===== src/rtl/fpc_pkg.sv =====
package fpc_pkg;
   // register select codes
   localparam logic [2:0] SEL_ADDR_HI = 3'd0;
   localparam logic [2:0] SEL_ADDR_LO = 3'd1;
   localparam logic [2:0] SEL_WDATA   = 3'd2;
   localparam logic [2:0] SEL_RDATA   = 3'd3;
   localparam logic [2:0] SEL_TIMING  = 3'd4;
   localparam logic [2:0] SEL_CTRL    = 3'd5;

   // control register bit positions
   localparam int CTL_GO_RD    = 0;
   localparam int CTL_GO_PROG  = 1;
   localparam int CTL_GO_ERASE = 2;
   localparam int CTL_ERR      = 4;
   localparam int CTL_DONE     = 5;
   localparam int CTL_BUSY     = 7;

   typedef enum logic [1:0] {OP_RD, OP_PROG, OP_ERASE} op_e;
   typedef enum logic [1:0] {ST_IDLE, ST_READ, ST_PULSE, ST_GAP} st_e;
endpackage


===== src/rtl/fpc_regs.sv =====
module fpc_regs
   import fpc_pkg::*;
#(
   parameter int DATA_W = 8,
   parameter int ADDR_W = 16,
   parameter int TIM_W  = 8
) (
   input  logic              clk,
   input  logic              rst_n,
   input  logic              reg_wr,
   input  logic [2:0]        reg_sel,
   input  logic [DATA_W-1:0] reg_wdata,
   input  logic              lock,
   output logic [ADDR_W-1:0] addr_o,
   output logic [DATA_W-1:0] wdata_o,
   output logic [TIM_W-1:0]  timing_o,
   output logic              tim_loaded_o
);
   generate
      if (ADDR_W != 2 * DATA_W) begin : g_bad_addr
         $error("fpc_regs: ADDR_W must be two data bytes");
      end
      if (TIM_W > DATA_W) begin : g_bad_tim
         $error("fpc_regs: TIM_W must fit one data word");
      end
   endgenerate

   logic [DATA_W-1:0] hi_q, lo_q, wd_q;
   logic [TIM_W-1:0]  tim_q;
   logic              loaded_q;
   logic              wr_ok;

   assign wr_ok = reg_wr && !lock;

   always_ff @(posedge clk or negedge rst_n) begin
      if (!rst_n) begin
         hi_q     <= '0;
         lo_q     <= '0;
         wd_q     <= '0;
         tim_q    <= '0;
         loaded_q <= 1'b0;
      end else if (wr_ok) begin
         case (reg_sel)
            SEL_ADDR_HI: hi_q <= reg_wdata;
            SEL_ADDR_LO: lo_q <= reg_wdata;
            SEL_WDATA:   wd_q <= reg_wdata;
            SEL_TIMING: begin
               tim_q    <= reg_wdata[TIM_W-1:0];
               loaded_q <= 1'b1;
            end
            default: ;
         endcase
      end
   end

   assign addr_o       = {hi_q, lo_q};
   assign wdata_o      = wd_q;
   assign timing_o     = tim_q;
   assign tim_loaded_o = loaded_q;

   // register writes during an operation leave every operand unchanged
   assert_locked_regs_R10: assert property (@(posedge clk) disable iff (!rst_n)
      (lock && reg_wr) |=> ($stable(addr_o) && $stable(wdata_o) && $stable(timing_o)));
endmodule


===== src/rtl/fpc_timer.sv =====
module fpc_timer #(
   parameter int TIM_W    = 8,
   parameter int PRESCALE = 4
) (
   input  logic             clk,
   input  logic             rst_n,
   input  logic             load,
   input  logic [TIM_W-1:0] timing,
   output logic             zero_o
);
   localparam int MAX_LEN = (1 << TIM_W) * PRESCALE;
   localparam int CNT_W   = $clog2(MAX_LEN + 1);

   generate
      if (PRESCALE < 1) begin : g_bad_pre
         $error("fpc_timer: PRESCALE must be at least 1");
      end
   endgenerate

   logic [CNT_W-1:0] len;
   logic [CNT_W-1:0] cnt_q;

   generate
      if ((PRESCALE & (PRESCALE - 1)) == 0) begin : g_shift
         assign len = (CNT_W'(timing) + CNT_W'(1)) << $clog2(PRESCALE);
      end else begin : g_mul
         assign len = (CNT_W'(timing) + CNT_W'(1)) * CNT_W'(PRESCALE);
      end
   endgenerate

   always_ff @(posedge clk or negedge rst_n) begin
      if (!rst_n)              cnt_q <= '0;
      else if (load)           cnt_q <= len - CNT_W'(1);
      else if (cnt_q != '0)    cnt_q <= cnt_q - CNT_W'(1);
   end

   assign zero_o = (cnt_q == '0);
endmodule


===== src/rtl/fpc_seq.sv =====
module fpc_seq
   import fpc_pkg::*;
#(
   parameter int DATA_W    = 8,
   parameter int ADDR_W    = 16,
   parameter bit RDATA_CLR = 1'b0
) (
   input  logic              clk,
   input  logic              rst_n,
   input  logic              go_valid,
   input  logic [2:0]        go_bits,
   input  logic              tim_loaded,
   input  logic [ADDR_W-1:0] addr,
   input  logic [DATA_W-1:0] opt_byte,
   input  logic [DATA_W-1:0] fl_rdata,
   input  logic              tmr_zero,
   output logic              tmr_load,
   output logic              fl_rd,
   output logic              fl_prog,
   output logic              fl_erase,
   output logic              busy,
   output logic              done,
   output logic              err,
   output logic [DATA_W-1:0] rdata
);
   st_e  state_q;
   op_e  op_q;
   logic done_q, err_q;
   logic pick_rd, pick_prog, pick_er, idle, opt_hit, cap;

   // priority: read, then program, then erase
   always_comb begin
      pick_rd   = go_valid &&  go_bits[CTL_GO_RD];
      pick_prog = go_valid && !go_bits[CTL_GO_RD] &&  go_bits[CTL_GO_PROG];
      pick_er   = go_valid && !go_bits[CTL_GO_RD] && !go_bits[CTL_GO_PROG] && go_bits[CTL_GO_ERASE];
   end

   assign idle     = (state_q == ST_IDLE);
   assign opt_hit  = (addr == '1);
   assign tmr_load = idle && (pick_prog || pick_er) && tim_loaded;
   assign cap      = (state_q == ST_READ);

   always_ff @(posedge clk or negedge rst_n) begin
      if (!rst_n) begin
         state_q <= ST_IDLE;
         op_q    <= OP_RD;
         done_q  <= 1'b0;
         err_q   <= 1'b0;
      end else begin
         case (state_q)
            ST_IDLE: begin
               if (pick_rd) begin
                  state_q <= ST_READ;
                  op_q    <= OP_RD;
                  done_q  <= 1'b0;
                  err_q   <= 1'b0;
               end else if (pick_prog || pick_er) begin
                  done_q <= 1'b0;
                  if (tim_loaded) begin
                     state_q <= ST_PULSE;
                     op_q    <= pick_prog ? OP_PROG : OP_ERASE;
                     err_q   <= 1'b0;
                  end else begin
                     err_q <= 1'b1;
                  end
               end
            end
            ST_READ:  state_q <= ST_GAP;
            ST_PULSE: if (tmr_zero) state_q <= ST_GAP;
            ST_GAP: begin
               state_q <= ST_IDLE;
               done_q  <= 1'b1;
            end
            default:  state_q <= ST_IDLE;
         endcase
      end
   end

   generate
      if (RDATA_CLR) begin : g_rd_clr
         always_ff @(posedge clk or negedge rst_n) begin
            if (!rst_n)   rdata <= '0;
            else if (cap) rdata <= opt_hit ? opt_byte : fl_rdata;
         end
      end else begin : g_rd_noclr
         always_ff @(posedge clk) begin
            if (cap) rdata <= opt_hit ? opt_byte : fl_rdata;
         end
      end
   endgenerate

   assign fl_rd    = (state_q == ST_READ) && !opt_hit;
   assign fl_prog  = (state_q == ST_PULSE) && (op_q == OP_PROG);
   assign fl_erase = (state_q == ST_PULSE) && (op_q == OP_ERASE);
   assign busy     = !idle;
   assign done     = done_q;
   assign err      = err_q;

   // never more than one array strobe
   assert_strobe_onehot_R6: assert property (@(posedge clk) disable iff (!rst_n)
      $onehot0({fl_rd, fl_prog, fl_erase}));
   // no pulse before timing has been loaded
   assert_no_untimed_pulse_R9: assert property (@(posedge clk) disable iff (!rst_n)
      !tim_loaded |-> !(fl_prog || fl_erase));
   // done and idle one cycle after a pulse ends
   assert_done_follows_pulse_R8: assert property (@(posedge clk) disable iff (!rst_n)
      $fell(fl_prog || fl_erase) |=> (done && !busy));
   // read strobe lasts a single cycle
   assert_read_single_R4: assert property (@(posedge clk) disable iff (!rst_n)
      fl_rd |=> !fl_rd);
   // address held for the whole operation
   assert_addr_held_R3: assert property (@(posedge clk) disable iff (!rst_n)
      (busy && $past(busy)) |-> $stable(addr));
endmodule


===== src/rtl/flash_prog_ctrl.sv =====
module flash_prog_ctrl
   import fpc_pkg::*;
#(
   parameter int DATA_W    = 8,
   parameter int ADDR_W    = 16,
   parameter int TIM_W     = 8,
   parameter int PRESCALE  = 4,
   parameter bit RDATA_CLR = 1'b0
) (
   input  logic              clk,
   input  logic              rst_n,
   input  logic [2:0]        reg_sel,
   input  logic              reg_wr,
   input  logic [DATA_W-1:0] reg_wdata,
   output logic [DATA_W-1:0] reg_rdata,
   input  logic [DATA_W-1:0] opt_cfg_byte,
   output logic [ADDR_W-1:0] fl_addr,
   output logic [DATA_W-1:0] fl_wdata,
   input  logic [DATA_W-1:0] fl_rdata,
   output logic              fl_rd,
   output logic              fl_prog,
   output logic              fl_erase,
   output logic              busy,
   output logic              done,
   output logic              err
);
   generate
      if (DATA_W < 8) begin : g_bad_dw
         $error("flash_prog_ctrl: control layout needs DATA_W >= 8");
      end
   endgenerate

   logic [ADDR_W-1:0] addr;
   logic [DATA_W-1:0] wdata, rdata;
   logic [TIM_W-1:0]  timing;
   logic              tim_loaded, tmr_load, tmr_zero, go_valid;

   assign go_valid = reg_wr && (reg_sel == SEL_CTRL);

   fpc_regs #(.DATA_W(DATA_W), .ADDR_W(ADDR_W), .TIM_W(TIM_W)) u_regs (
      .clk(clk), .rst_n(rst_n), .reg_wr(reg_wr), .reg_sel(reg_sel),
      .reg_wdata(reg_wdata), .lock(busy), .addr_o(addr), .wdata_o(wdata),
      .timing_o(timing), .tim_loaded_o(tim_loaded));

   fpc_timer #(.TIM_W(TIM_W), .PRESCALE(PRESCALE)) u_timer (
      .clk(clk), .rst_n(rst_n), .load(tmr_load), .timing(timing), .zero_o(tmr_zero));

   fpc_seq #(.DATA_W(DATA_W), .ADDR_W(ADDR_W), .RDATA_CLR(RDATA_CLR)) u_seq (
      .clk(clk), .rst_n(rst_n), .go_valid(go_valid), .go_bits(reg_wdata[2:0]),
      .tim_loaded(tim_loaded), .addr(addr), .opt_byte(opt_cfg_byte),
      .fl_rdata(fl_rdata), .tmr_zero(tmr_zero), .tmr_load(tmr_load),
      .fl_rd(fl_rd), .fl_prog(fl_prog), .fl_erase(fl_erase),
      .busy(busy), .done(done), .err(err), .rdata(rdata));

   always_comb begin
      reg_rdata = '0;
      case (reg_sel)
         SEL_ADDR_HI: reg_rdata = addr[ADDR_W-1:DATA_W];
         SEL_ADDR_LO: reg_rdata = addr[DATA_W-1:0];
         SEL_WDATA:   reg_rdata = wdata;
         SEL_RDATA:   reg_rdata = rdata;
         SEL_TIMING:  reg_rdata = DATA_W'(timing);
         SEL_CTRL: begin
            reg_rdata[CTL_BUSY] = busy;
            reg_rdata[CTL_DONE] = done;
            reg_rdata[CTL_ERR]  = err;
         end
         default:     reg_rdata = '0;
      endcase
   end

   assign fl_addr  = addr;
   assign fl_wdata = wdata;
endmodule


===== config.mk =====
export PLATFORM = sky130hd
export DESIGN_NAME = flash_prog_ctrl
export DESIGN_NICKNAME = d
export VERILOG_FILES = /design/src/rtl/fpc_pkg.sv /design/src/rtl/fpc_regs.sv /design/src/rtl/fpc_timer.sv /design/src/rtl/fpc_seq.sv /design/src/rtl/flash_prog_ctrl.sv
export SDC_FILE = /design/constraint.sdc
export NUM_CORES = 1
export LEC_CHECK = 0
export BUFFER_PORTS_ARGS = -buffer_cell sky130_fd_sc_hd__buf_2
export CORE_MARGIN = 8
export CORE_UTILIZATION = 52
export CTS_BUF_LIST = sky130_fd_sc_hd__clkbuf_4
export CTS_CLUSTER_DIAMETER = 30
export CTS_CLUSTER_SIZE = 25
export DETAILED_ROUTE_END_ITERATION = 6
export PLACE_DENSITY = 0.79
export SLEW_MARGIN = 40
export SYNTH_ARGS = -nofsm -noshare
export SYNTH_HDL_FRONTEND = slang
export SYNTH_SLANG_ARGS = --single-unit

===== constraint.sdc =====
create_clock -name clk -period 2.4 [get_ports clk]
set_clock_uncertainty 0.2 [all_clocks]
set_input_delay 0.48 -clock clk [delete_from_list [all_inputs] [get_ports clk]]
set_output_delay 0.48 -clock clk [all_outputs]
set_load 0.01 [all_outputs]

# Yosys cells after proc, flatten, opt, wreduce, memory -nomap -nowiden
# Index checks and enable logic that the tools add are counted.
dict set report classes {
  n_addsub 3
  eq_ne 14
  n_mux 22
  reduce_logical 33
}
# operator n
set ops {}
lappend ops {{11-bit two-way mux} 2}
lappend ops {{11-bit by 1-bit subtractor with 11-bit output (second input constant)} 2}
lappend ops {{4-bit one-hot mux with 5 select lines} 1}
lappend ops {{16-bit equality test (second input constant)} 1}
lappend ops {{2-bit two-way mux} 8}
lappend ops {{1-bit logical AND} 12}
lappend ops {{2-bit one-hot mux with 6 select lines} 1}
lappend ops {{2-bit AND reduction} 6}
lappend ops {{11-bit zero test} 1}
lappend ops {{11-bit nonzero test} 1}
lappend ops {{8-bit by 1-bit adder with 9-bit output (second input constant)} 1}
lappend ops {{8-bit two-way mux} 1}
lappend ops {{2-bit one-hot mux with 4 select lines} 1}
lappend ops {{2-bit nonzero test} 4}
lappend ops {{2-bit equality test (second input constant)} 3}
lappend ops {{3-bit by 2-bit equality test with 1-bit output (second input constant)} 2}
lappend ops {{3-bit equality test (second input constant)} 2}
lappend ops {{3-bit by 2-bit != test with 1-bit output (second input constant)} 2}
lappend ops {{1-bit one-hot mux with 6 select lines} 1}
lappend ops {{3-bit AND reduction} 2}
lappend ops {{1-bit two-way mux} 5}
lappend ops {{1-bit one-hot mux with 5 select lines} 1}
lappend ops {{2-bit by 1-bit equality test with 1-bit output (second input constant)} 2}
lappend ops {{1-bit zero test} 4}
lappend ops {{other kinds (6)} 6}
dict set report totals {
  reg_bits 58
  output_inout_bits 38
}

# Longest topological paths before layout
dict set report logic_depth {
  ltp_word 9
  depth_mapped 8
}

# By module
# A second synthesis with hierarchy kept.
dict set report hier_totals {
  hier_cells 306
  area_unflattened_um2 3444.6
}
# mod n_inst cells_per_inst area_per_inst_um2 seq_area_each_um2
set by_module_without_submodules {}
lappend by_module_without_submodules {fpc_regs 1 72 1258.7 825.8}
lappend by_module_without_submodules {fpc_timer 1 122 1004.7 275.3}
lappend by_module_without_submodules {fpc_seq 1 62 782.0 390.4}
lappend by_module_without_submodules {flash_prog_ctrl 1 50 399.1 0.0}

# Worst setup path before layout
# Ideal clock, no wire load.
dict set report synth_timing {
  kind {input-to-output}
  start {input port reg_sel[0]}
  end {output port reg_rdata[0]}
  arrival_time_ps 1756
  required_ps 1720
  setup_slack_ps -36
  stages 5
  path_buffers 2
  cell_sequence {clkbuf_1 clkbuf_1 nor2b_1 a22oi_1 o22ai_1}
}
dict set report synth_via {
  elab_chain_len 2
  elab_cells_between_ends 6
  classes_between {4 x eq/ne; 1 x mux; 1 x reduce/logical}
}
# element line_no
set synth_lines {}
lappend synth_lines {{start, declared} flash_prog_ctrl.sv:12} ;# input logic [2:0] reg_sel,
lappend synth_lines {{3-bit equality test, or another cell as far along} flash_prog_ctrl.sv:57} ;# case (reg_sel)
lappend synth_lines {{4-bit one-hot mux with 5 select lines (*)} flash_prog_ctrl.sv:57}
lappend synth_lines {{end, declared} flash_prog_ctrl.sv:15} ;# output logic [DATA_W-1:0] reg_rdata,
# Mark *: on every way between the ends. The rest lies on a longest branch, timed or not.

# Worst setup path after layout
dict set report layout_timing {
  start {register u_seq.state_q[1]}
  end {output port reg_rdata[7]}
}
dict set report layout_via {
  elab_chain_len 3
}
# element line_no
set layout_lines {}
lappend layout_lines {{start, declared} fpc_seq.sv:26} ;# st_e state_q;
lappend layout_lines {{start signal, assigned} fpc_seq.sv:45} ;# state_q <= ST_IDLE;
lappend layout_lines {{start signal, assigned} fpc_seq.sv:53} ;# state_q <= ST_READ;
lappend layout_lines {{start signal, assigned} fpc_seq.sv:60} ;# state_q <= ST_PULSE;
lappend layout_lines {{2-bit zero test} fpc_seq.sv:38} ;# assign idle = (state_q == ST_IDLE);
lappend layout_lines {{1-bit zero test} fpc_seq.sv:95} ;# assign busy = !idle;
lappend layout_lines {{1-bit one-hot mux with 6 select lines} flash_prog_ctrl.sv:57}
# Every way passes these cells.

==> results.py <==
metrics = {
    "sta": {
        "relSlewSlack_pct": 65.0,
        "period_share_pct": 101,
        "setup_slack_ps": -31.3,
        "worst_pin_slew_ps": 524,
        "fmax_mhz": 411,
        "setup_viol": 1,
        "maxSlewViolCount": 0,
        "grt_setup_unrepaired": "true",
        "hold_viol": 0,
        "finalWorstPathRequiredPeriod_ps": 2430,
        "hold_ws_ps": 132,
    },
    "grt": {
        "grt_max_degree": 31,
        "grt_overflow": 0,
        "antenna_found_initial": 0,
        "grt_pass1_vias": 3118,
        "grt_first_pass_wirelength_um": 15500,
        "grt_usage_pct": 19.9,
    },
    "layout": {
        "layout-drive-gt1-share_pct": 39.7,
        "area_growth_pct": 24.3,
        "final_util_pct": 66.9,
        "nNetsFinal": 453,
        "antennaDiodeCount": 0,
    },
    "die": {
        "io_pins": 68,
        "die_h_um": 97.1,
        "fp-row-count": 29,
        "initial_core_util_pct": 53.8,
        "die_w_um": 97.1,
        "fp.dieArea_um2": 9420,
        "core_um2": 6350,
    },
    "yosys": {
        "synth_area_per_cell_um2": 10.7,
        "synth.distinct_cells": 51,
        "ys_async_sr_fraction_pct": 86.2,
        "ys_seq_area_share_pct": 43.6,
        "synth_edf_count": 8,
        "ys_ff_latch": 58,
        "synth_top_area_share_pct": 36.6,
        "synth_flop_cell": "dfrtp_1",
        "ys_warn_count": 0,
        "synth_area_leaders": "dfrtp_1, mux2_2, edfxtp_1",
        "syn_area_um2": 3420,
        "syn_inst": 320,
        "synth_nets": 359,
        "synth_top_area_cell": "dfrtp_1",
    },
    "hold_path": {
        "min_from": "fl_rdata[5]",
        "hp-class": "input pin to flop",
        "whs_path_depth": 2,
    },
    "cts": {
        "clockBufferDepth": 2,
        "h-tree-depth": 3,
        "clock-sinks": 58,
        "cts_tree": "built",
        "clkLatencyLatePin_ps": 430,
        "path_clk_slew_ps": 110,
        "clock-root-buffer": "clkbuf_4",
        "cts_buffers": 9,
    },
    "route": {
        "first_iter_violations": 275,
        "wl_per_cell_um": 18.7,
        "vias_per_cell": 6.01,
        "vias": 2973,
        "ant_nets": 0,
        "dr.pass1.iters": 4,
        "drc": 0,
        "finalWirelength_um": 9260,
    },
    "power_and_ir_drop": {
        "power_density_nw_per_um2": 1160,
        "p_leak_nw": 1.95,
        "irDropWorstVdd_mv": 0.642,
    },
    "critical_path": {
        "crit_required_ps": 1720,
        "cp.arrival_ps": 1750,
        "critPathLaunch": "u_seq.state_q[1]$_DFFE_PN0P_",
        "reg2regPathDepth": 4,
        "worstPathMaxFanout": 2,
        "worstSetupPathType": "flop to output pin",
        "rr_startpoint": "u_timer.cnt_q[5]$_DFFE_PN0P_",
        "crit_path_start_kind": "flop",
        "cp-end-kind": "output pin",
    },
    "run": {
        "max-cap-violations": 0,
    },
    "outcome": {
        "failed_checks": "negative setup slack",
        "status": "finished with violations",
    },
    "place": {
        "dp_slack_ps": 8.79,
        "port_buffers": 67,
        "dpl.hpwl_um": 6650,
        "gp_congestion": 0.913,
    },
}
-- per-stage QoR --
stage	TNS [ps]	std cells	total power, mW	instance area, µm²
after floorplan	0	320	3.14	3420
after global placement	0	466	3.84	3950
after detailed placement	0	466	3.92	3950
after CTS	-10.0	491	4.83	4190
after global routing	-160	495	5.27	4250
final	-31.3	495	4.91	4250
-- timing repair --
| action | 4_1_cts | 5_1_grt |
|---|---|---|
| pin swaps | 3 | 3 |
| setup endpoints to repair | 3 | 10 |
| hold buffers | 1 | 0 |
| endpoints found under the hold margin | 20 | 0 |
| gates resized for setup | 8 | 7 |
| setup buffers | 9 | 4 |
-- registers in the layout, summed over array words and instances (netlist names) --
name and count:
u_regs.lo_q 8, u_regs.timing_o 8, u_seq.op_q 2, u_regs.tim_loaded_o 1, u_seq.rdata 8, u_seq.state_q 2
u_seq.done 1, u_timer.cnt_q 11, u_regs.wdata_o 8, u_seq.err 1, u_regs.hi_q 8
-- synth_stat cells, types with 3 or more instances --
cell type / number
nor2_1: 15
nor2b_1: 6
nor3_1: 4
o21ai_0: 5
dfrtp_1: 50
xnor2_1: 11
nand2_1: 17
ha_1: 9
inv_1: 9
mux2_1: 18
clkbuf_1: 18
nand3_1: 9
o21ai_1: 9
a31oi_1: 3
mux2_2: 32
a21oi_1: 12
o22ai_1: 10
edfxtp_1: 8
a22oi_1: 13
xor2_1: 6
and2_1: 3
mux2i_1: 6
nand4_1: 7
-- per-layer routing --
metal | part of all wire [%] | GRT usage, % | up-vias
li1 | - | - | 1382
met3 | 7.0 | 7.11 | 17
met5 | 0 | 0 | -
met1 | 43 | 24.8 | 1468
met4 | 1.9 | 6.27 | 0
met2 | 48 | 31.4 | 106
-- cells in the final DEF, fill, tap and decap left out, types with 7 or more instances in the layout --
| master | instances |
|---|---|
| nor2_1 | 15 |
| buf_2 | 66 |
| nand3_1 | 9 |
| buf_4 | 34 |
| edfxtp_1 | 8 |
| nand2_1 | 17 |
| dfrtp_1 | 50 |
| o22ai_1 | 10 |
| mux2_1 | 18 |
| mux2_2 | 31 |
| nand4_1 | 7 |
| a21oi_1 | 12 |
| xnor2_1 | 11 |
| o21ai_1 | 9 |
| a22oi_1 | 12 |
| clkbuf_4 | 11 |
-- critical path, cell delays in order (launching register included) --
cell	delay [ps]
dfrtp_1	410
inv_2	90
ha_4	150
inv_2	40
mux2_4	260
a22oi_2	130
o21ai_1	100
buf_2	150
-- worst paths after layout --
| path | end | slack (ps) |
|---|---|---|
| max in group asynchronous | u_regs.tim_loaded_o$_DFFE_PN0P_ | 1100 |
| hold / removal | u_seq.rdata[5]$_DFFE_PP_ | 130 |
| hold reg to reg | u_seq.err$_DFFE_PN0P_ | 340 |
| setup reg to reg | u_seq.state_q[0]$_DFFE_PN0P_ | 110 |
| min in group asynchronous | u_regs.lo_q[7]$_DFFE_PN0P_ | 350 |
| setup / recovery | reg_rdata[7] | -30 |
-- final cells by class --
class | count | area, µm²
Fill cell | 513 | 2100
Multi-Input combinational cell | 232 | 1850
Sequential cell | 58 | 1490
Timing Repair Buffer | 104 | 634
Tap cell | 77 | 96.3
Clock buffer | 10 | 75.1
Clock inverter | 5 | 71.3
Inverter | 9 | 33.8
-- power by group --
group | switching (mW) | total [mW] | internal (mW) | leakage, nW
registers | 0.435 | 1.84 | 1.41 | 0.682
clock network | 0.359 | 0.778 | 0.419 | 0.0790
logic | 1.13 | 2.29 | 1.16 | 1.19
-- logic make-up (layout without fill, tap and decap cells) --
group           Yosys count  in the layout  share of synthesized area [%]
compound gates           65             65                           12.5
xor+xnor                 17             17                           4.36
fa+ha+maj                 9              9                           3.29
buf+inv                  30            128                           3.59
flops                    58             58                           43.6
mux                      56             56                           18.2
simple gates             85             85                           14.4
No activity file was read; power rests on OpenSTA's default activity.
